`config.mk`:
```
export PLATFORM = sky130hd
export DESIGN_NAME = cyc_adc_seq
export DESIGN_NICKNAME = d
export VERILOG_FILES = /design/src/rtl/cyc_seq_pkg.sv /design/src/rtl/cyc_seq_timer.sv /design/src/rtl/cyc_seq_codebank.sv /design/src/rtl/cyc_seq_fsm.sv /design/src/rtl/cyc_adc_seq.sv
export SDC_FILE = /design/constraint.sdc
export NUM_CORES = 1
export LEC_CHECK = 0
export BUFFER_PORTS_ARGS = -buffer_cell sky130_fd_sc_hd__buf_2
export CAP_MARGIN = 20
export CORE_MARGIN = 4
export CORE_UTILIZATION = 43
export DETAILED_ROUTE_END_ITERATION = 16
export PLACE_DENSITY = 0.71
export SLEW_MARGIN = 20
export SYNTH_ARGS = -nofsm -noshare
export SYNTH_HDL_FRONTEND = slang
export SYNTH_SLANG_ARGS = --single-unit
```
`constraint.sdc`:
```
create_clock -name clk -period 4.09 [get_ports clk]
set_input_delay 0.6135 -clock clk [delete_from_list [all_inputs] [get_ports clk]]
set_output_delay 0.6135 -clock clk [all_outputs]
set_load 0.01 [all_outputs]
```
`src/rtl/cyc_seq_pkg.sv`:
```
// Shared phase encoding for the cyclic converter sequencer.
// Assumes: consumers decode outputs from the phase value only.
package cyc_seq_pkg;
    typedef enum logic [3:0] {
        PH_IDLE, PH_SAMP, PH_TAIL, PH_FLASH, PH_APPLY,
        PH_DEAD_A, PH_CLEAR, PH_DEAD_B, PH_AMP, PH_DEAD_C, PH_DONE
    } phase_t;
endpackage

```
`src/rtl/cyc_seq_timer.sv`:
```
// Down counter that times one phase.
// Assumes: load is pulsed on every phase change; expired is high when the count is zero.
module cyc_seq_timer #(
    parameter int LEN_W = 8
) (
    input  logic             clk,
    input  logic             rst_n,
    input  logic             load,
    input  logic [LEN_W-1:0] load_val,
    output logic             expired
);
    logic [LEN_W-1:0] cnt;

    // count down from the loaded value and hold at zero
    always_ff @(posedge clk) begin
        if (!rst_n)
            cnt <= '0;
        else if (load)
            cnt <= load_val;
        else if (cnt != '0)
            cnt <= cnt - 1'b1;
    end

    assign expired = (cnt == '0);
endmodule

```
`src/rtl/cyc_seq_codebank.sv`:
```
// Stores one signed code per loop and presents all of them packed.
// Assumes: wr_idx is below N_CYC whenever wr_en is high.
module cyc_seq_codebank #(
    parameter int N_CYC  = 4,
    parameter int CODE_W = 6,
    localparam int CYC_W = (N_CYC > 1) ? $clog2(N_CYC) : 1
) (
    input  logic                    clk,
    input  logic                    rst_n,
    input  logic                    wr_en,
    input  logic [CYC_W-1:0]        wr_idx,
    input  logic [CODE_W-1:0]       wr_data,
    output logic [N_CYC*CODE_W-1:0] codes
);
    for (genvar k = 0; k < N_CYC; k++) begin : g_slot
        logic [CODE_W-1:0] slot_q;
        // capture the code that belongs to loop k
        always_ff @(posedge clk) begin
            if (!rst_n)
                slot_q <= '0;
            else if (wr_en && wr_idx == CYC_W'(k))
                slot_q <= wr_data;
        end
        assign codes[k*CODE_W +: CODE_W] = slot_q;
    end
endmodule

```
`src/rtl/cyc_seq_fsm.sv`:
```
// Phase state machine: steps through the sample, flash, apply, clear and amplify
// phases for N_CYC loops and decodes the switch enables from the phase.
// Assumes: start and cal_mode are synchronous; lengths are sampled only at start.
module cyc_seq_fsm
    import cyc_seq_pkg::*;
#(
    parameter int N_CYC  = 4,
    parameter int LEN_W  = 8,
    parameter int CODE_W = 6,
    localparam int CYC_W = (N_CYC > 1) ? $clog2(N_CYC) : 1
) (
    input  logic              clk,
    input  logic              rst_n,
    input  logic              start,
    input  logic              cal_mode,
    input  logic              cal_neg,
    input  logic [LEN_W-1:0]  len_samp,
    input  logic [LEN_W-1:0]  len_flash,
    input  logic [LEN_W-1:0]  len_reset,
    input  logic [LEN_W-1:0]  len_amp,
    input  logic [LEN_W-1:0]  len_dead,
    input  logic [CODE_W-1:0] flash_code,
    input  logic              expired,
    output logic              tmr_load,
    output logic [LEN_W-1:0]  tmr_val,
    output logic              wr_en,
    output logic [CYC_W-1:0]  wr_idx,
    output logic [CODE_W-1:0] wr_data,
    output logic              samp_in_en,
    output logic              resamp_en,
    output logic              hold_en,
    output logic              flash_en,
    output logic              dac_load,
    output logic [CODE_W-1:0] dac_code,
    output logic              phi1,
    output logic              phi2,
    output logic              busy,
    output logic              codes_valid
);
    localparam logic [CYC_W-1:0] LAST_CYC = CYC_W'(N_CYC - 1);
    localparam logic [CODE_W-1:0] CODE_POS = CODE_W'(1);
    localparam logic [CODE_W-1:0] CODE_NEG = '1;

    phase_t             ph, ph_nx;
    logic [CYC_W-1:0]   cyc;
    logic               cal_q, neg_q;
    logic [LEN_W-1:0]   c_samp, c_flash, c_reset, c_amp, c_dead;
    logic [CODE_W-1:0]  code_q;
    logic               accept;

    // length to count for a phase; zero behaves as one
    function automatic logic [LEN_W-1:0] cnt_of(input logic [LEN_W-1:0] len);
        return (len == '0) ? '0 : len - 1'b1;
    endfunction

    assign accept = (ph == PH_IDLE) && start;

    // next phase and timer reload value
    always_comb begin
        ph_nx   = ph;
        tmr_val = '0;
        unique case (ph)
            PH_IDLE:   if (start) begin
                           ph_nx   = cal_mode ? PH_APPLY : PH_SAMP;
                           tmr_val = cal_mode ? '0 : cnt_of(len_samp);
                       end
            PH_SAMP:   if (expired) ph_nx = PH_TAIL;
            PH_TAIL:   begin ph_nx = PH_FLASH; tmr_val = cnt_of(c_flash); end
            PH_FLASH:  if (expired) ph_nx = PH_APPLY;
            PH_APPLY:  begin ph_nx = PH_DEAD_A; tmr_val = cnt_of(c_dead); end
            PH_DEAD_A: if (expired) begin ph_nx = PH_CLEAR; tmr_val = cnt_of(c_reset); end
            PH_CLEAR:  if (expired) begin ph_nx = PH_DEAD_B; tmr_val = cnt_of(c_dead); end
            PH_DEAD_B: if (expired) begin ph_nx = PH_AMP; tmr_val = cnt_of(c_amp); end
            PH_AMP:    if (expired) begin
                           ph_nx   = (cyc == LAST_CYC) ? PH_DONE : PH_DEAD_C;
                           tmr_val = (cyc == LAST_CYC) ? '0 : cnt_of(c_dead);
                       end
            PH_DEAD_C: if (expired) begin ph_nx = PH_SAMP; tmr_val = cnt_of(c_samp); end
            PH_DONE:   ph_nx = PH_IDLE;
            default:   ph_nx = PH_IDLE;
        endcase
    end

    assign tmr_load = (ph_nx != ph);

    // code selection: forced in calibration loop 0, otherwise the flash result
    assign wr_en   = (accept && cal_mode) || (ph == PH_FLASH && expired);
    assign wr_idx  = cyc;
    assign wr_data = (ph == PH_IDLE) ? (cal_neg ? CODE_NEG : CODE_POS) : flash_code;

    // phase register, loop index, configuration latch and applied code
    always_ff @(posedge clk) begin
        if (!rst_n) begin
            ph      <= PH_IDLE;
            cyc     <= '0;
            cal_q   <= 1'b0;
            neg_q   <= 1'b0;
            c_samp  <= '0;
            c_flash <= '0;
            c_reset <= '0;
            c_amp   <= '0;
            c_dead  <= '0;
            code_q  <= '0;
        end else begin
            ph <= ph_nx;
            if (accept) begin
                cyc     <= '0;
                cal_q   <= cal_mode;
                neg_q   <= cal_neg;
                c_samp  <= len_samp;
                c_flash <= len_flash;
                c_reset <= len_reset;
                c_amp   <= len_amp;
                c_dead  <= len_dead;
            end else if (ph == PH_AMP && expired && cyc != LAST_CYC) begin
                cyc <= cyc + 1'b1;
            end else if (ph == PH_DONE) begin
                cyc <= '0;
            end
            if (wr_en)
                code_q <= wr_data;
        end
    end

    // switch enables decoded from the phase
    assign samp_in_en  = (ph == PH_SAMP) && (cyc == '0);
    assign resamp_en   = (ph == PH_SAMP) && (cyc != '0);
    assign hold_en     = (ph == PH_SAMP) || (ph == PH_TAIL);
    assign flash_en    = (ph == PH_FLASH);
    assign dac_load    = (ph == PH_APPLY);
    assign dac_code    = code_q;
    assign phi1        = (ph == PH_AMP);
    assign phi2        = (ph == PH_CLEAR);
    assign busy        = (ph != PH_IDLE);
    assign codes_valid = (ph == PH_DONE);

    // ---------------- assertions ----------------
    assert_flash_after_hold_R2: assert property (@(posedge clk) disable iff (!rst_n)
        $rose(flash_en) |-> !hold_en && $past(!flash_en));
    assert_no_flash_in_hold_R2: assert property (@(posedge clk) disable iff (!rst_n)
        !(flash_en && hold_en));
    assert_switch_opens_first_R3: assert property (@(posedge clk) disable iff (!rst_n)
        $fell(hold_en) |-> $past(!samp_in_en && !resamp_en));
    assert_phi_exclusive_R4: assert property (@(posedge clk) disable iff (!rst_n)
        !(phi1 && phi2));
    assert_dead_rise_phi2_R4: assert property (@(posedge clk) disable iff (!rst_n)
        $rose(phi2) |-> $past(!phi1));
    assert_dead_rise_phi1_R4: assert property (@(posedge clk) disable iff (!rst_n)
        $rose(phi1) |-> $past(!phi2));
    assert_phi1_open_sampling_R5: assert property (@(posedge clk) disable iff (!rst_n)
        (samp_in_en || resamp_en) |-> !phi1 && $past(!phi1));
    assert_clear_after_flash_R6: assert property (@(posedge clk) disable iff (!rst_n)
        $rose(phi2) |-> !flash_en && $past(!flash_en));
    assert_cal_no_sample_R8: assert property (@(posedge clk) disable iff (!rst_n)
        cal_q && busy |-> !samp_in_en);
    assert_valid_single_R9: assert property (@(posedge clk) disable iff (!rst_n)
        codes_valid |=> !codes_valid && !busy);
    assert_start_ignored_R10: assert property (@(posedge clk) disable iff (!rst_n)
        (busy && !codes_valid) |=> busy);
    assert_neg_latched_R8: assert property (@(posedge clk) disable iff (!rst_n)
        busy && $past(busy) |-> $stable(neg_q));
endmodule

```
`src/rtl/cyc_adc_seq.sv`:
```
// Top of the cyclic converter phase sequencer: phase machine, phase timer and
// code store. Assumes one clock domain and synchronous control inputs.
module cyc_adc_seq #(
    parameter int N_CYC  = 4,
    parameter int LEN_W  = 8,
    parameter int CODE_W = 6,
    localparam int CYC_W = (N_CYC > 1) ? $clog2(N_CYC) : 1
) (
    input  logic                    clk,
    input  logic                    rst_n,
    input  logic                    start,
    input  logic                    cal_mode,
    input  logic                    cal_neg,
    input  logic [LEN_W-1:0]        len_samp,
    input  logic [LEN_W-1:0]        len_flash,
    input  logic [LEN_W-1:0]        len_reset,
    input  logic [LEN_W-1:0]        len_amp,
    input  logic [LEN_W-1:0]        len_dead,
    input  logic [CODE_W-1:0]       flash_code,
    output logic                    samp_in_en,
    output logic                    resamp_en,
    output logic                    hold_en,
    output logic                    flash_en,
    output logic                    dac_load,
    output logic [CODE_W-1:0]       dac_code,
    output logic                    phi1,
    output logic                    phi2,
    output logic                    busy,
    output logic                    codes_valid,
    output logic [N_CYC*CODE_W-1:0] codes
);
    logic              tmr_load, expired, wr_en;
    logic [LEN_W-1:0]  tmr_val;
    logic [CYC_W-1:0]  wr_idx;
    logic [CODE_W-1:0] wr_data;

    cyc_seq_timer #(.LEN_W(LEN_W)) u_timer (
        .clk(clk), .rst_n(rst_n), .load(tmr_load), .load_val(tmr_val), .expired(expired)
    );

    cyc_seq_fsm #(.N_CYC(N_CYC), .LEN_W(LEN_W), .CODE_W(CODE_W)) u_fsm (
        .clk(clk), .rst_n(rst_n), .start(start), .cal_mode(cal_mode), .cal_neg(cal_neg),
        .len_samp(len_samp), .len_flash(len_flash), .len_reset(len_reset),
        .len_amp(len_amp), .len_dead(len_dead), .flash_code(flash_code),
        .expired(expired), .tmr_load(tmr_load), .tmr_val(tmr_val),
        .wr_en(wr_en), .wr_idx(wr_idx), .wr_data(wr_data),
        .samp_in_en(samp_in_en), .resamp_en(resamp_en), .hold_en(hold_en),
        .flash_en(flash_en), .dac_load(dac_load), .dac_code(dac_code),
        .phi1(phi1), .phi2(phi2), .busy(busy), .codes_valid(codes_valid)
    );

    cyc_seq_codebank #(.N_CYC(N_CYC), .CODE_W(CODE_W)) u_bank (
        .clk(clk), .rst_n(rst_n), .wr_en(wr_en), .wr_idx(wr_idx),
        .wr_data(wr_data), .codes(codes)
    );
endmodule

```
# Word level (Yosys, flattened, before mapping)
# Cells that the tools add are included.
[word_totals]
word_cells = 97
reg_bits = 84
output_inout_bits = 39
[op_classes]
bitwise_logic = 1
reduce_logical = 28
eq_ne = 15
n_mux = 32
addsub = 8
[ops]
columns = ["cell", "count"]
rows = [
  ["8-bit two-way mux", 16],
  ["8-bit one-hot mux with 8 select lines", 1],
  ["8-bit zero test", 7],
  ["8-bit by 1-bit subtractor with 8-bit output, second input constant", 7],
  ["4-bit one-hot mux with 10 select lines", 1],
  ["4-bit two-way mux", 8],
  ["4-bit by 3-bit equality test with 1-bit output, second input constant", 4],
  ["4-bit equality test, second input constant", 3],
  ["6-bit two-way mux", 2],
  ["1-bit logical AND", 11],
  ["4-bit by 2-bit equality test with 1-bit output, second input constant", 2],
  ["8-bit nonzero test", 1],
  ["2-bit two-way mux", 3],
  ["2-bit nonzero test", 3],
  ["2-bit equality test, second input constant", 2],
  ["4-bit by 1-bit equality test with 1-bit output, second input constant", 1],
  ["4-bit zero test", 1],
  ["4-bit != test", 1],
  ["4-bit nonzero test", 1],
  ["3-bit two-way mux", 1],
  ["2-bit by 1-bit adder with 2-bit output, second input constant", 1],
  ["2-bit by 1-bit equality test with 1-bit output, second input constant", 1],
  ["2-bit zero test", 1],
  ["1-bit logical OR", 2],
  ["other kinds (3)", 3],
]

# Depth between registers and ports, before layout
# Gate-level depths: netlist (run 1).
[logic_depth]
word_depth = 6
mapped_depth = 8
mapped_depth_nobuf = 7

# By module
# Synthesis (run 1) repeated with hierarchy kept, for this count alone.
[hier_totals]
cells_unflattened = 595
hier_area_um2 = 4899.7
[by_module_without_submodules]
columns = ["mod", "cells_each", "seq_area_each_um2", "area_each_um2", "instances"]
rows = [
  ["cyc_seq_fsm", 458, 1041.0, 3563.4, 1],
  ["cyc_seq_codebank", 86, 480.5, 878.3, 1],
  ["cyc_seq_timer", 51, 160.2, 457.9, 1],
]

# Worst setup path before layout (run 1)
# Ideal clock, no wire load.
[synth_timing]
path_type = "reg-to-reg"
startpoint = "register u_timer.cnt[2]"
endpoint = "register u_bank.g_slot[3].slot_q[4]"
setup_time_ns = 0.131
setup_slack_ns = 1.959
stages_incl_launch_ff = 7
arrival_ns = 1.999
cell_sequence = "dfxtp_1 or4_4 or4b_4 nand2_2 buf_6 and3_2 a21oi_1"
[synth_via]
elab_chain_len = 4
[synth_lines]
columns = ["element", "line", "rtl"]
rows = [
  ["start: declaration", "cyc_seq_timer.sv:12", "logic [LEN_W-1:0] cnt;"],
  ["start signal: assignment", "cyc_seq_timer.sv:19", "cnt <= load_val;"],
  ["start signal: assignment", "cyc_seq_timer.sv:21", "cnt <= cnt - 1'b1;"],
  ["8-bit zero test", "cyc_seq_timer.sv:24", "assign expired = (cnt == '0);"],
  ["1-bit logical AND", "cyc_seq_fsm.sv:87", "assign wr_en = (accept && cal_mode) || (ph == PH_FLASH && expired);"],
  ["1-bit logical OR", "cyc_seq_fsm.sv:87", ""],
  ["1-bit logical AND", "cyc_seq_codebank.sv:21", "else if (wr_en && wr_idx == CYC_W'(k))"],
  ["end signal: assignment", "cyc_seq_codebank.sv:22", "slot_q <= wr_data;"],
  ["end: declaration", "cyc_seq_codebank.sv:16", "logic [CODE_W-1:0] slot_q;"],
]
# Every way passes these cells.
# A chain may end at the register's enable or synchronous reset.

# Worst setup path after layout (run 1)
[layout_timing]
startpoint = "register u_fsm.ph[0]"
endpoint = "output samp_in_en"
[layout_via]
elab_chain_len = 2
[layout_lines]
columns = ["element", "line", "rtl"]
rows = [
  ["start: declaration", "cyc_seq_fsm.sv:44", "phase_t ph, ph_nx;"],
  ["start signal: assignment", "cyc_seq_fsm.sv:105", "ph <= ph_nx;"],
  ["4-bit by 1-bit equality test with 1-bit output", "cyc_seq_fsm.sv:126", "assign samp_in_en = (ph == PH_SAMP) && (cyc == '0);"],
  ["1-bit logical AND", "cyc_seq_fsm.sv:126", ""],
  ["end: declaration", "cyc_adc_seq.sv:20", "output logic samp_in_en,"],
]
# Every way passes these cells.

==> results of run 1 <==
-- area by class of cell --
class	count	area (µm²)	share of cell area
multi-input combinational	448	2720	0.511
sequential	84	1680	0.316
timing repair buffer	91	460	0.0864
tap	136	170	0.0319
clock buffer	10	128	0.0240
inverter	23	86.3	0.0162
clock inverter	5	77.6	0.0146
-- how the worst max path moves through the flow --
stage | endpoint | slack [ns] | cells after the start
2_1_floorplan | u_bank.g_slot[3].slot_q[4]$_SDFFE_PN0P_ | 1.96 | 6
3_3_place_gp | u_bank.g_slot[3].slot_q[2]$_SDFFE_PN0P_ | 1.77 | 5
3_5_place_dp | u_bank.g_slot[3].slot_q[2]$_SDFFE_PN0P_ | 1.71 | 5
4_1_cts | samp_in_en | 1.53 | 4
5_1_grt | samp_in_en | 1.32 | 4
6_report | samp_in_en | 1.48 | 4
-- power groups by stage --
| stage | Clock, mW | Sequential, mW | Combinational (mW) |
|---|---|---|---|
| detailed placement | 0 | 1.16 | 1.40 |
| global placement | 0 | 1.15 | 1.37 |
| CTS | 0.658 | 1.14 | 1.41 |
| floorplan | 0 | 1.10 | 1.09 |
| global route | 0.688 | 1.17 | 1.58 |
| finish | 0.640 | 1.14 | 1.42 |
-- cells in the final DEF, fill, tap and decap left out, types with 4 or more instances in the layout --
cell type  netlist  routed
a211oi_1        11      11
a21boi_4         4       4
a21oi_1         67      67
a31oi_1          8       8
and3_1           7       7
buf_2            0      89
clkbuf_8         0       9
dfxtp_1         84      84
ha_1            18      18
inv_1           22      22
nand2_1        106     106
nand2b_1         9       9
nand3_1          7       7
nor2_1          42      42
nor3_1          18      18
nor3b_1         10      10
nor4_1           8       8
o21ai_0         24      24
o22ai_1         12      12
o41a_1           4       4
xnor2_1         19      19
xor2_1          20      20
-- through the flow --
| step | cell area, µm² | worst slack [ns] | hold slack (ns) |
|---|---|---|---|
| 3_5_place_dp | 5120 | 1.71 | 0.473 |
| 4_1_cts | 5330 | 1.53 | 0.462 |
| 3_3_place_gp | 5120 | 1.77 | 0.472 |
| 5_1_grt | 5330 | 1.32 | 0.471 |
| 2_1_floorplan | 4590 | 1.96 | 0.449 |
| 6_report | 5330 | 1.48 | 0.481 |
-- metal layers --
layer,global-route usage,vias to the layer above
met5,0,-
met4,0.0600,0
li1,-,2195
met1,0.242,2079
met3,0.0457,23
met2,0.341,144
-- sequential cells by signal, indices dropped and copies added (netlist names) --
| signal | count |
|---|---|
| u_bank.g_slot.slot_q | 24 |
| u_fsm.c_amp | 8 |
| u_fsm.c_dead | 8 |
| u_fsm.c_flash | 8 |
| u_fsm.c_reset | 8 |
| u_fsm.c_samp | 8 |
| u_fsm.dac_code | 6 |
| u_fsm.ph | 4 |
| u_fsm.wr_idx | 2 |
| u_timer.cnt | 8 |
-- worst register-to-register path, stage by stage, from the launching register on --
cell and delay (ns):
dfxtp_1 0.67, nand2b_1 0.27, or4b_4 0.69, nand2_2 0.24, and3_1 0.34, a21oi_1 0.11
-- cells by family (layout without fill, tap and decap cells) --
logic type,count (synthesis),after routing
simple gates,234,234
compound gates,153,153
flops,84,84
buf+inv,48,129
xor+xnor,39,39
fa+ha+maj,18,18
mux,4,4
==> impl_metrics.yaml, run 1 <==
clock_tree:
  cts_tree: "yes"
  clock_latency_ns: 0.36
  cts_sinks: 84
  h-tree-depth: 3
  clk_path_buf_depth: 2
  path_clk_slew_ns: 0.09
  cts_repair_resize_count: 0
  cts_hold_repair.buffers: 0
  clock-root-buffer: "clkbuf_8"
  cts_setup_buffers: 0
  cts_made_buffers: 9
floorplanning:
  fp.dieH_um: 111
  fp.coreArea_um2: 10400
  dieArea_um2: 12400
  initial_core_util: 0.443
  pin_count: 90
  rows: 37
  die_width_um: 111
pwr:
  leakage_nw: 2.21
  vdd_drop_max_uv: 235
  swShare: 0.414
  pwr-share-seq: 0.357
  total_power_mw: 3.20
  pwr_density_cell_nw_per_um2: 600
  netSwitchingPower_mw: 1.32
  internal_power_mw: 1.87
  pwr-share-comb: 0.443
  p_clk_frac: 0.200
synth:
  synth.most_common_cell: "nand2_1"
  syn_area_um2: 4590
  ys_warn_count: 0
  synthMuxAreaShare: 0.00899
  yosys.area_share.simple: 0.247
  synth_top_area_share: 0.366
  ys.flop_type: "dfxtp_1"
  async_reset_ff_frac: 0
  ys_ff_latch: 84
  synth_xor_area_frac: 0.0744
  synth_top_family_by_area: "simple AND/OR/NAND/NOR gates"
  yosys-top-cells-count: "nand2_1 (106), dfxtp_1 (84), a21oi_1 (67), nor2_1 (42), o21ai_0 (24)"
  syn_inst: 580
  synth.net_count: 649
  synth-adder-area-share: 0.0490
  avgSynthCellArea_um2: 7.92
  yosysSeqAreaShare: 0.366
  ys_top_cells_by_area: "dfxtp_1 (37%), nand2_1 (8.7%), a21oi_1 (7.3%)"
  synth_compound_area_frac: 0.214
  ys_types: 58
  yosys.area.top_type: "dfxtp_1"
  synth_edf_count: 0
route:
  dr.pass1.iters: 5
  routed-via-count: 4441
  dr.max_layer_used: "met4"
  antenna_left: 0
  routedWlPerCell_um: 15.5
  drt_drc_violations_left: 0
  wl_met3_um: 702
  wl_um: 12400
  routed_via_density: 5.57
  wl_met2_um: 5950
  m1WireLength_um: 5440
  drt_iter0_markers: 298
critical_path:
  path_buf_inv: 2
  worstPathArrival_ns: 1.99
  setup.worst_path.start_class: "flip-flop"
  cp.required_ns: 3.48
  slowest_stage: "dfxtp_1"
  worst-path-max-fanout: 17
  crit_family: "flip-flops"
  cp-startpoint: "u_fsm.ph[0]$_SDFF_PN0_"
  crit_type: "reg -> out"
  reg2reg_to: "u_bank.g_slot[2].slot_q[2]$_SDFFE_PN0P_"
  reg2regPathDepth: 5
  r2r_setup_slack_ns: 1.66
  cp-end-kind: "output port"
  crit_path_max_incr_delay_ns: 0.67
  rr_startpoint: "u_fsm.ph[0]$_SDFF_PN0_"
  crit_path_cell_trace: "inv_1, nor2_1, and3_1, buf_2"
timing:
  setup_viol: 0
  fmax_mhz: 384
  period_needed_ns: 2.61
  period_share: 0.637
  slew_headroom: 0.380
  tightest_slew_ns: 0.929
  hold_violations: 0
  final.setup_skew_ns: 0.00987
  tns_ns: 0
  rsz0062_at_grt: "false"
  final_max_slew_viol_count: 0
flow_run:
  maxCapViolations: 0
grt:
  grt_usage: 0.197
  antenna_found_initial: 0
  grt_overflow_total: 0
  grt_pass1_wl_um: 20500
  grt_pass1_vias: 4338
  grt_max_degree: 56
placed_design:
  hpwlAfterDp_um: 9460
  io_buffers: 89
  place_inst: 782
  place.gp.congestion: 0.923
status:
  status: "finished clean"
hold_path:
  min_from: "len_reset[5]"
  whs_endpoint: "u_fsm.c_reset[5]$_SDFFE_PN0P_"
  min_path_type: "in -> reg"
  holdPathStages: 3
layout:
  fillers: 1030
  fin_util: 0.514
  layout-drive-gt1-share: 0.183
  fin_nets: 726
  synthToLayoutAreaGrowth_pct: 16.0
  finalNonFillerCells: 797
  num_antenna_cells: 0
No activity file was read; power rests on OpenSTA's default activity.
==> run 2, diff against run 1 <==
ABC_AREA = 1   (was not set)
PLACE_DENSITY = 0.73   (was 0.71)
clock period = 2.09 ns   (was 4.09 ns; I/O delays follow)
==> run 2 against run 1 <==
Final cell count is 12% higher. Die area grew 3.7%. Synthesized cell count grew 15%. Global-route usage increased by 0.78 points. Non-clock buffer count increased by 11.
==> impl_metrics.yaml, run 2 <==
synth:
  yosys.area.top_type: "dfxtp_1"
  ys_top_cells_by_area: "dfxtp_1 (35%), a21oi_1 (9.0%), nand2_1 (7.6%)"
  ys_types: 37
  synth_edf_count: 0
  ys_warn_count: 0
  avgSynthCellArea_um2: 7.18
  syn_inst: 665
  synth.most_common_cell: "nand2_1"
  ys_ff_latch: 84
  synth.net_count: 734
  ys.flop_type: "dfxtp_1"
  syn_area_um2: 4770
  async_reset_ff_frac: 0
  yosysSeqAreaShare: 0.352
  synth_top_area_share: 0.352
  yosys-top-cells-count: "nand2_1 (97), a21oi_1 (86), dfxtp_1 (84), inv_1 (59), nor2_1 (58)"
timing:
  slew_headroom: 0.572
  fmax_mhz: 498
  setup_viol: 0
  final.setup_skew_ns: 0.0109
  fin_ws_ns: 0.0800
  final_max_slew_viol_count: 0
  period_share: 0.962
  hold_violations: 0
  tightest_slew_ns: 0.642
  period_needed_ns: 2.01
pwr:
  pwr_density_cell_nw_per_um2: 1340
  vdd_drop_max_uv: 680
  leakage_nw: 2.57
floorplanning:
  dieArea_um2: 12900
  initial_core_util: 0.440
  fp.dieH_um: 113
  fp.coreArea_um2: 10800
  die_width_um: 113
  pin_count: 90
  rows: 38
clock_tree:
  cts_made_buffers: 9
  clock-root-buffer: "clkbuf_8"
  cts_tree: "yes"
  h-tree-depth: 3
  clock_latency_ns: 0.37
  path_clk_slew_ns: 0.10
  clk_path_buf_depth: 2
  cts_sinks: 84
grt:
  grt_usage: 0.204
  antenna_found_initial: 0
  grt_pass1_vias: 4547
  grt_pass1_wl_um: 21600
  grt_max_degree: 76
  grt_overflow_total: 0
critical_path:
  crit_type: "reg -> out"
  worstPathArrival_ns: 1.70
  crit_path_frequent_cell: "inv_2"
  slowest_stage: "dfxtp_1"
  crit_family: "buffers and inverters"
  path_buf_inv: 4
  setup.worst_path.start_class: "flip-flop"
  crit_path_max_incr_delay_ns: 0.50
  crit_path_cell_trace: "inv_2, nand2_4, nor2_4, buf_4, inv_2, buf_2"
  cp.required_ns: 1.78
  cp-end-kind: "output port"
  worst-path-max-fanout: 8
placed_design:
  io_buffers: 89
  placed_cell_area_um2: 5360
  place_inst: 876
  hpwlAfterDp_um: 9890
  place.gp.congestion: 0.900
  pre_cts_slack_ns: 0.0519
layout:
  layout-drive-gt1-share: 0.235
  fin_nets: 820
  final_common_cell: "nand2_1"
  finalNonFillerCells: 896
  largest_reg_flops: 24
  mostFrequentLayoutCells: "nand2_1 (94), buf_2 (89), a21oi_1 (86)"
  fillers: 1055
  regMostFlops: "u_bank.g_slot.slot_q"
  synthToLayoutAreaGrowth_pct: 17.6
  num_antenna_cells: 0
  fin_area_um2: 5610
route:
  routed-via-count: 4726
  antenna_left: 0
  drt_iter0_markers: 390
  dr.pass1.iters: 5
  routedWlPerCell_um: 14.5
  drt_drc_violations_left: 0
  wl_um: 13000
  routed_via_density: 5.27
hold_path:
  min_path_type: "in -> reg"
status:
  status: "finished clean"
flow_run:
  maxCapViolations: 0
run 2: cell types whose count changed after synthesis, moves of 11 or more:
cell	delta
nand3_1	+37
inv_1	+37
a21oi_1	+19
nor2_1	+16
xnor2_1	-14
o21ai_0	+32
nand2_2	+13
nor3_1	-11
run 2: logic make-up (layout without fill, tap and decap cells):
logic type	count (synthesis)	after routing	share of synthesized area
compound gates	181	181	0.209
xor+xnor	32	32	0.0587
fa+ha+maj	18	18	0.0472
buf+inv	97	188	0.0818
flops	84	84	0.352
simple gates	253	253	0.252
run 2: power by group:
group          total, mW  internal, mW  switching (mW)  leakage, nW
clock               1.15         0.465           0.683       0.0922
combinational       4.10          1.46            2.63         1.79
sequential          2.26          1.98           0.280        0.689
total               7.51          3.91            3.60         2.57
run 2: per-stage QoR:
step | setup TNS (ns) | hold slack [ns] | power (mW) | utilization
2_1_floorplan | 0 | 0.450 | 5.28 | -
3_3_place_gp | 0 | 0.450 | 6.04 | 0.494
3_5_place_dp | 0 | 0.464 | 6.16 | 0.494
4_1_cts | 0 | 0.204 | 7.31 | 0.512
5_1_grt | -0.0137 | 0.210 | 8.15 | 0.518
6_report | 0 | 0.207 | 7.51 | 0.518
run 2: final cells by class:
cell class,instances,area (µm²),area share
clock inverters,7,66.3,0.0118
flip-flops and latches,84,1680,0.300
multi-input cells,484,2740,0.488
repair buffers,102,559,0.0996
well taps,140,175,0.0312
clock buffers,9,124,0.0221
inverters,70,268,0.0477
run 2: what timing repair did:
action | CTS | global route
setup buffers | 0 | 4
resized for setup | 0 | 11
endpoints found under the setup margin | 0 | 33
hold buffers | 0 | 0
run 2: worst paths after layout:
check | from | end | slack, ns | cells after the start
max | u_fsm.ph[0]$_SDFF_PN0_ | busy | 0.08 | 6
min | len_dead[6] | u_fsm.c_dead[6]$_SDFFE_PN0P_ | 0.21 | 3
max reg2reg | u_timer.cnt[1]$_SDFFE_PN0P_ | u_timer.cnt[6]$_SDFFE_PN0P_ | 0.17 | 15
min reg2reg | u_bank.g_slot[1].slot_q[5]$_SDFFE_PN0P_ | u_bank.g_slot[1].slot_q[5]$_SDFFE_PN0P_ | 0.47 | 2
run 2: worst register-to-register path, cell delays in order (launching register included):
cell,delay [ns]
dfxtp_1,0.36
inv_1,0.07
ha_1,0.20
nand2_2,0.10
inv_1,0.07
nand2_4,0.11
nand2_1,0.10
nand3_2,0.10
nand2_1,0.05
nand2_1,0.06
nand2_1,0.08
nor2_4,0.15
nand2_4,0.10
nor2_8,0.13
nand2_2,0.06
a21oi_2,0.11
run 2: layer usage:
layer | routed length (µm) | up-vias | global-route usage
met1 | 5790 | 2145 | 0.279
li1 | - | 2396 | -
met4 | 277 | 0 | 0.0721
met5 | 0 | - | 0
met3 | 753 | 28 | 0.0334
met2 | 6140 | 157 | 0.327
